## src/rtl/nvw_pkg.sv

```systemverilog
package nvw_pkg;
    localparam int CLK_SLOTS = 14;
    localparam int TC_IW     = 4;
    localparam int BUS_W     = 32;
    localparam int BUS_SHIFT = 2;

    typedef struct packed {
        logic       in_win;
        logic       is_clk;
        logic [1:0] lane;
    } nvw_dec_t;

    function automatic logic [BUS_W-1:0] lane_mask(input logic [1:0] lane);
        return {{(BUS_W-8){1'b0}}, 8'hFF} << {lane, 3'b000};
    endfunction

    function automatic logic [BUS_W-1:0] to_bus(input logic [BUS_W-1:0] v);
        return v << BUS_SHIFT;
    endfunction
endpackage

```

## src/rtl/nvw_decode.sv

```systemverilog
module nvw_decode #(
    parameter int AW = 16,
    parameter logic [AW-1:0] BASE_ADDR = '0,
    parameter int NUM_SLOTS = 64,
    parameter int IW = 6
) (
    input  logic [AW-1:0]     addr,
    output nvw_pkg::nvw_dec_t dec,
    output logic [IW-1:0]     idx
);
    logic [AW-1:0] off;
    logic [AW-1:0] slot;

    always_comb begin
        off        = addr - BASE_ADDR;
        slot       = off >> 2;
        dec.in_win = (addr >= BASE_ADDR) && (32'(slot) < NUM_SLOTS);
        dec.is_clk = dec.in_win && (32'(slot) < nvw_pkg::CLK_SLOTS);
        dec.lane   = off[1:0];
        idx        = IW'(slot);
    end
endmodule

```

## src/rtl/nvw_ram.sv

```systemverilog
module nvw_ram #(
    parameter int IW = 6
) (
    input  logic                      clk,
    input  logic                      rst,
    input  logic [IW-1:0]             idx,
    input  logic [1:0]                lane,
    input  logic                      we,
    input  logic [7:0]                wbyte,
    output logic [nvw_pkg::BUS_W-1:0] rd_word
);
    localparam int DEPTH = 1 << IW;
    localparam int W     = nvw_pkg::BUS_W;

    logic [W-1:0] mem [DEPTH];
    logic [W-1:0] mask;
    logic [W-1:0] ins;

    assign rd_word = mem[idx];
    assign mask    = nvw_pkg::lane_mask(lane);
    assign ins     = {{(W-8){1'b0}}, wbyte} << {lane, 3'b000};

    always_ff @(posedge clk) begin
        if (rst) begin
            for (int i = 0; i < DEPTH; i++) mem[i] <= '0;
        end else if (we) begin
            mem[idx] <= (mem[idx] & ~mask) | ins;
        end
    end

    // bytes outside the written lane keep their old value
    a_r5_lane_keep: assert property (@(posedge clk) disable iff (rst)
        we |=> (((mem[$past(idx)] ^ $past(rd_word)) & ~$past(mask)) == '0));
endmodule

```

## src/rtl/nvw_batt.sv

```systemverilog
module nvw_batt (
    input  logic clk,
    input  logic rst,
    input  logic img_valid,
    input  logic img_gone,
    output logic batt_low
);
    always_ff @(posedge clk) begin
        if (rst)            batt_low <= 1'b1;
        else if (img_gone)  batt_low <= 1'b1;
        else if (img_valid) batt_low <= 1'b0;
    end

    // removal sets the indicator on the next cycle
    a_r7_gone_sets: assert property (@(posedge clk) disable iff (rst)
        img_gone |=> batt_low);
    // a lone valid pulse clears it on the next cycle
    a_r7_valid_clears: assert property (@(posedge clk) disable iff (rst)
        (img_valid && !img_gone) |=> !batt_low);
endmodule

```

## src/rtl/nvram_window.sv

```systemverilog
module nvram_window #(
    parameter int AW = 16,
    parameter logic [AW-1:0] BASE_ADDR = 16'h0100,
    parameter int NUM_SLOTS = 64
) (
    input  logic                      clk,
    input  logic                      rst,
    input  logic [AW-1:0]             bus_addr,
    input  logic [31:0]               bus_wdata,
    input  logic                      bus_we,
    output logic [31:0]               bus_rdata,
    input  logic                      img_valid,
    input  logic                      img_gone,
    output logic                      batt_low,
    output logic [3:0]                tc_idx,
    output logic [7:0]                tc_wdata,
    output logic                      tc_we,
    input  logic [7:0]                tc_rdata
);
    import nvw_pkg::*;

    localparam int IW = $clog2(NUM_SLOTS);

    nvw_dec_t      dec;
    logic [IW-1:0] idx;
    logic [31:0]   ram_word;
    logic [31:0]   src;
    logic [7:0]    wbyte;
    logic          ram_we;
    logic          unused_wbits;

    nvw_decode #(.AW(AW), .BASE_ADDR(BASE_ADDR), .NUM_SLOTS(NUM_SLOTS), .IW(IW)) u_dec (
        .addr(bus_addr), .dec(dec), .idx(idx)
    );

    assign wbyte        = 8'(bus_wdata >> BUS_SHIFT);
    assign unused_wbits = ^{bus_wdata[31:10], bus_wdata[1:0]};
    assign ram_we       = bus_we && dec.in_win && !dec.is_clk;

    nvw_ram #(.IW(IW)) u_ram (
        .clk(clk), .rst(rst), .idx(idx), .lane(dec.lane),
        .we(ram_we), .wbyte(wbyte), .rd_word(ram_word)
    );

    nvw_batt u_batt (
        .clk(clk), .rst(rst), .img_valid(img_valid),
        .img_gone(img_gone), .batt_low(batt_low)
    );

    assign tc_idx   = idx[TC_IW-1:0];
    assign tc_wdata = wbyte;
    assign tc_we    = bus_we && dec.is_clk;

    assign src = dec.is_clk ? {24'h0, tc_rdata} : ram_word;

    always_ff @(posedge clk) begin
        if (rst) bus_rdata <= '0;
        else     bus_rdata <= dec.in_win ? to_bus(src) : '0;
    end

    // the clock chip is only written on a bus write
    a_r2_tc_we_bus: assert property (@(posedge clk) disable iff (rst)
        tc_we |-> bus_we);
    // clock-chip slots and RAM writes are exclusive
    a_r2_no_ram_clash: assert property (@(posedge clk) disable iff (rst)
        !(tc_we && ram_we));
    // returned data always has its two low bits clear
    a_r3_low_zero: assert property (@(posedge clk) disable iff (rst)
        bus_rdata[1:0] == 2'b00);
    // an out-of-window address reads back as zero
    a_r1_outside_zero: assert property (@(posedge clk) disable iff (rst)
        !dec.in_win |=> bus_rdata == '0);
endmodule

```

## config.mk

```make
export PLATFORM = sky130hd
export DESIGN_NAME = nvram_window
export DESIGN_NICKNAME = d
export VERILOG_FILES = /design/src/rtl/nvw_pkg.sv /design/src/rtl/nvw_decode.sv /design/src/rtl/nvw_ram.sv /design/src/rtl/nvw_batt.sv /design/src/rtl/nvram_window.sv
export SDC_FILE = /design/constraint.sdc
export NUM_CORES = 2
export LEC_CHECK = 0
export BUFFER_PORTS_ARGS = -buffer_cell sky130_fd_sc_hd__buf_4
export CAP_MARGIN = 20
export CORE_MARGIN = 2
export CORE_UTILIZATION = 30
export DETAILED_ROUTE_END_ITERATION = 8
export MAX_ROUTING_LAYER = met4
export PLACE_DENSITY_LB_ADDON = 0.15
export SYNTH_ARGS = -nofsm -noshare
export SYNTH_HDL_FRONTEND = slang
export SYNTH_HIERARCHICAL = 1
export SYNTH_SLANG_ARGS = --single-unit
```

## constraint.sdc

```tcl
create_clock -name clk -period 11.5 [get_ports clk]
set_input_delay 2.3 -clock clk [delete_from_list [all_inputs] [get_ports clk]]
set_output_delay 2.3 -clock clk [all_outputs]
set_load 0.01 [all_outputs]
```

======== After elaboration in Yosys (flattened, before gate mapping) ========
Memories as Yosys holds them, arrays and structs flattened.
Cells that the tools add are included.
cells by class
  $add $sub $neg .......................... 1
  magnitude comparators ................... 3
  shift-type cells ........................ 2
  muxes and demuxes ....................... 9
  bitwise logic cells ..................... 4
  reductions and logical operators ........ 10
operator list
  cell                   count
  $and 32x32->32         1
  $mux 32                1
  $not 32->32            1
  $or 32x32->32          1
  $reduce_or 32->1       1
  $shl 8x5->32           1
  $shl 8x5->32 const A   1
  $mux 30                1
  $ge 16x9->1 const B    1
  $sub 16x9->16 const B  1
  $lt 14x4->1 const B    1
  $lt 14x7->1 const B    1
  $mux 1                 6
  $mux 6                 1
  $logic_and 1x1->1      5
  $reduce_or 2->1        2
  $reduce_or 3->1        1
  $logic_not 1->1        1
  $not 1->1              1
word-level totals
  register bits ........................... 33
  RAM bits ................................ 2048
  input bits .............................. 61
  output and inout port bits .............. 46
  logic and storage cells ................. 34
  memories kept ........................... 1
memories
  name       depth  bits a word  rd ports  clocked after memory_dff  write ports  line           source
  u_ram.mem  64     32           1         0                         64           nvw_ram.sv:15  logic [W-1:0] mem [DEPTH];

======== Logic depth before layout (Yosys ltp) ========
  depth in word-level cells ............... 11
  gate-level depth with buffers ........... 16
  gate-level depth less buffers ........... 9

======== Cells and area by module ========
The synthesis kept the hierarchy.
modules (own cells, without submodules)
  module        times used  cells an instance  area an instance (µm²)  seq. area each (µm²)
  nvw_ram       1           7228               91725.5                 61499.0
  nvram_window  1           88                 999.7                   600.6
  nvw_decode    1           13                 108.9                   0.0
  nvw_batt      1           4                  32.5                    20.0

======== Worst setup path before layout ========
No wires, ideal clock.
  path kind ............................... in2reg
  start ................................... input bus_addr[4]
  end ..................................... memory u_ram/mem[10][0] in the netlist's numbering (enable)
  setup time .............................. 394 ps
  arrival ................................. 5124 ps
  data required time ...................... 11106 ps
  path slack .............................. 5982 ps
  stages .................................. 11
  path buffers ............................ 8
  cell sequence ........................... buf_4 > buf_4 > buf_2 > buf_2 > buf_2 > buf_2 > buf_2 > buf_2 > nor3_1 > nand2_1 > nand2b_1
RTL lines
  element      line               source
  from (decl)  nvram_window.sv:8  input logic [AW-1:0] bus_addr,
  to (decl)    nvw_ram.sv:15

==> flow_summary.yaml <==
final_layout:
  num-nets-final: 6846
  regArea_mm2: 0.0583
  syn_to_final_growth_pct: 14.1
  layout-drive-gt1-share_pct: 17.0
  multi_input_area_mm2: 0.0258
  fillers: 28600
  final_util_pct: 34.3
critical_path:
  endpoint_kind: "flop"
  r2r_start: "u_ram/mem[27][23]$_SDFFCE_PN0P_"
  path_max_fanout: 47
  arrival_ns: 7.98
  cp-start-kind: "primary input"
  cp-startpoint: "bus_addr[2]"
  r2r_cells: 8
  critical_path_class: "in2reg"
  r2r_slack_ns: 6.62
  required_ns: 12.13
  worstReg2RegEnd: "u_ram/mem[49][23]$_SDFFCE_PN0P_"
cts:
  clock-sinks: 1951
  cts_buffer_depth: 4
  post_cts_resized: 0
  clock_latency_ns: 0.93
  post-cts-setup-buffers: 0
  cts_max_level: 4
  cts_buffers: 227
  cts_tree: "built"
  clk_pin_slew_ns: 0.06
  hold_buffers: 0
  root_buffer: "clkbuf_16"
floorplanning:
  rows: 198
  core_area_mm2: 0.290
  die_h_um: 544
  die_area_mm2: 0.295
  initial_core_util_pct: 30.1
  fp.dieW_um: 544
  io_pins: 107
placed_design:
  dp_hpwl_um: 241000
  numPortBuffers: 80
  preCtsSetupSlack_ns: 3.36
  gp_congestion: 0.947
power_and_ir_drop:
  swShare_pct: 27.2
  power_density_mw_per_mm2: 171
  p_clk_share_pct: 41.3
  p_int_mw: 12.4
  seq_power_share_pct: 47.5
  leakage_nw: 33.5
  ir_drop_uv: 127
  switchingPower_mw: 4.62
  p_comb_share_pct: 11.2
sta:
  setup-violations-final: 0
  fmax_mhz: 136
  hold_viol: 0
  slew-limit-headroom_pct: 13.5
  finalSetupTns_ns: 0
  fin_crit_sh_pct: 64.0
  rsz0062_at_grt: "no"
  maxSlewViolCount: 0
  worst_pin_slew_ns: 1.29
  fin_worst_skew_ns: 0.100
  setup_slack_ns: 4.14
  layout_min_cycle_time_ns: 7.36
global_routing:
  grtUsageTotal_pct: 27.3
  antenna_found_initial: 39
  grt_pass1_vias: 59300
  grt_pass1_wl_um: 536000
  grt_max_degree: 92
  overflow: 0
flow_run:
  maxCapViolations: 0
detailed_routing:
  drc: 0
  antenna_left: 0
  vias_per_cell: 5.80
  vias: 63300
  wire_per_inst_um: 36.8
  routed_wl_um: 401000
  drt-initial-drc-count: 8972
  dr.pass1.iters: 8
synthesis:
  postSynthCellCount: 6922
  ys.warnings.count: 6
  netlist_area_mm2: 0.0873
  syn_area_per_cell_um2: 12.6
min_path:
  holdCritPathClass: "reg2reg"
  min_path_cells: 2
  hold_end: "u_batt/batt_low$_SDFFE_PP1P_"
  holdCritStartpoint: "u_batt/batt_low$_SDFFE_PP1P_"
outcome:
  status: "finished clean"
## flip-flops by register name, indices dropped and copies added, names as in the netlist
name and cells:
bus_rdata 30, u_batt/batt_low 1, u_ram/mem 1920
## layer usage
metal / GRT usage [%] / up-vias / part of all wire, %
met1: 35.3 / 33100 / 40
met4: 13.6 / 0 / 5.6
met5: - / - / 0
met2: 39.8 / 3852 / 44
met3: 6.80 / 812 / 10
li1: - / 25500 / -
## worst max path at each step
stage | depth (start not counted) | endpoint
detailed placement | 10 | u_ram/mem[24][6]$_SDFFCE_PN0P_
global placement | 12 | u_ram/mem[57][5]$_SDFFCE_PN0P_
floorplan | 4 | tc_we
finish | 12 | u_ram/mem[20][17]$_SDFFCE_PN0P_
global route | 12 | u_ram/mem[14][17]$_SDFFCE_PN0P_
CTS | 10 | u_ram/mem[60][6]$_SDFFCE_PN0P_
## per-stage QoR
stage | total power [mW] | std cells | area, µm² | hold WS [ns]
2_1_floorplan | 9.12 | 6923 | 87400 | 0.474
3_3_place_gp | 10.1 | 10400 | 92300 | 0.471
3_5_place_dp | 10.1 | 10400 | 92400 | 0.449
4_1_cts | 17.1 | 10900 | 99400 | 0.457
5_1_grt | 17.4 | 10900 | 99700 | 0.505
6_report | 17.0 | 10900 | 99700 | 0.453
## cell usage in the layout, fill, tap and decap left out, drive strengths merged, types with 10 or more instances in the layout
cell type and instances:
edfxtp 1920, nor2 1597, nor3 495, buf 429, a22oi 328, nand2 292
clkbuf 280, a221oi 205, nand2b 157, mux2 138, o22ai 124, o21ai 109
clkinv 107, mux4 92, mux2i 81, nand3 53, a21oi 53, nor3b 45
and3 43, o221ai 42, diode 39, and2 33, dfxtp 31, a22o 27
a2111oi 25, a31oi 24, nand3b 20, o211ai 19, bufinv 16, nand4 16
o32ai 14, a32oi 12, or3b 11, o31a 10, o21bai 10, nor2b 10
## power groups by stage
| stage | Combinational (mW) | Sequential [mW] | Clock [mW] |
|---|---|---|---|
| final | 1.91 | 8.08 | 7.02 |
| after global placement | 1.84 | 8.22 | 0 |
| after CTS | 1.85 | 8.08 | 7.12 |
| after detailed placement | 1.85 | 8.23 | 0 |
| after floorplan | 0.911 | 8.21 | 0 |
| after global routing | 1.92 | 8.09 | 7.37 |
## critical path, cell delays in order
cell and delay, ns:
buf_8 0.49, buf_4 0.56, nor2_4 0.09, buf_4 0.31, buf_4 0.36, a221oi_1 0.34
nor3_1 0.08, a2111oi_0 0.98, nand3_1 0.51, o21bai_4 0.94, buf_4 0.62, nor2_1 0.10
## final cells by class
| class | count | area share, % |
|---|---|---|
| Sequential cell | 1951 | 58.5 |
| Multi-Input combinational cell | 4170 | 25.8 |
| Timing Repair Buffer | 429 | 3.66 |
| Clock inverter | 129 | 1.06 |
| Antenna cell | 39 | 0.0979 |
| Clock buffer | 280 | 5.96 |
| Inverter | 6 | 0.0326 |
| Tap cell | 3900 | 4.89 |
No activity file was read; power rests on OpenSTA's default activity.
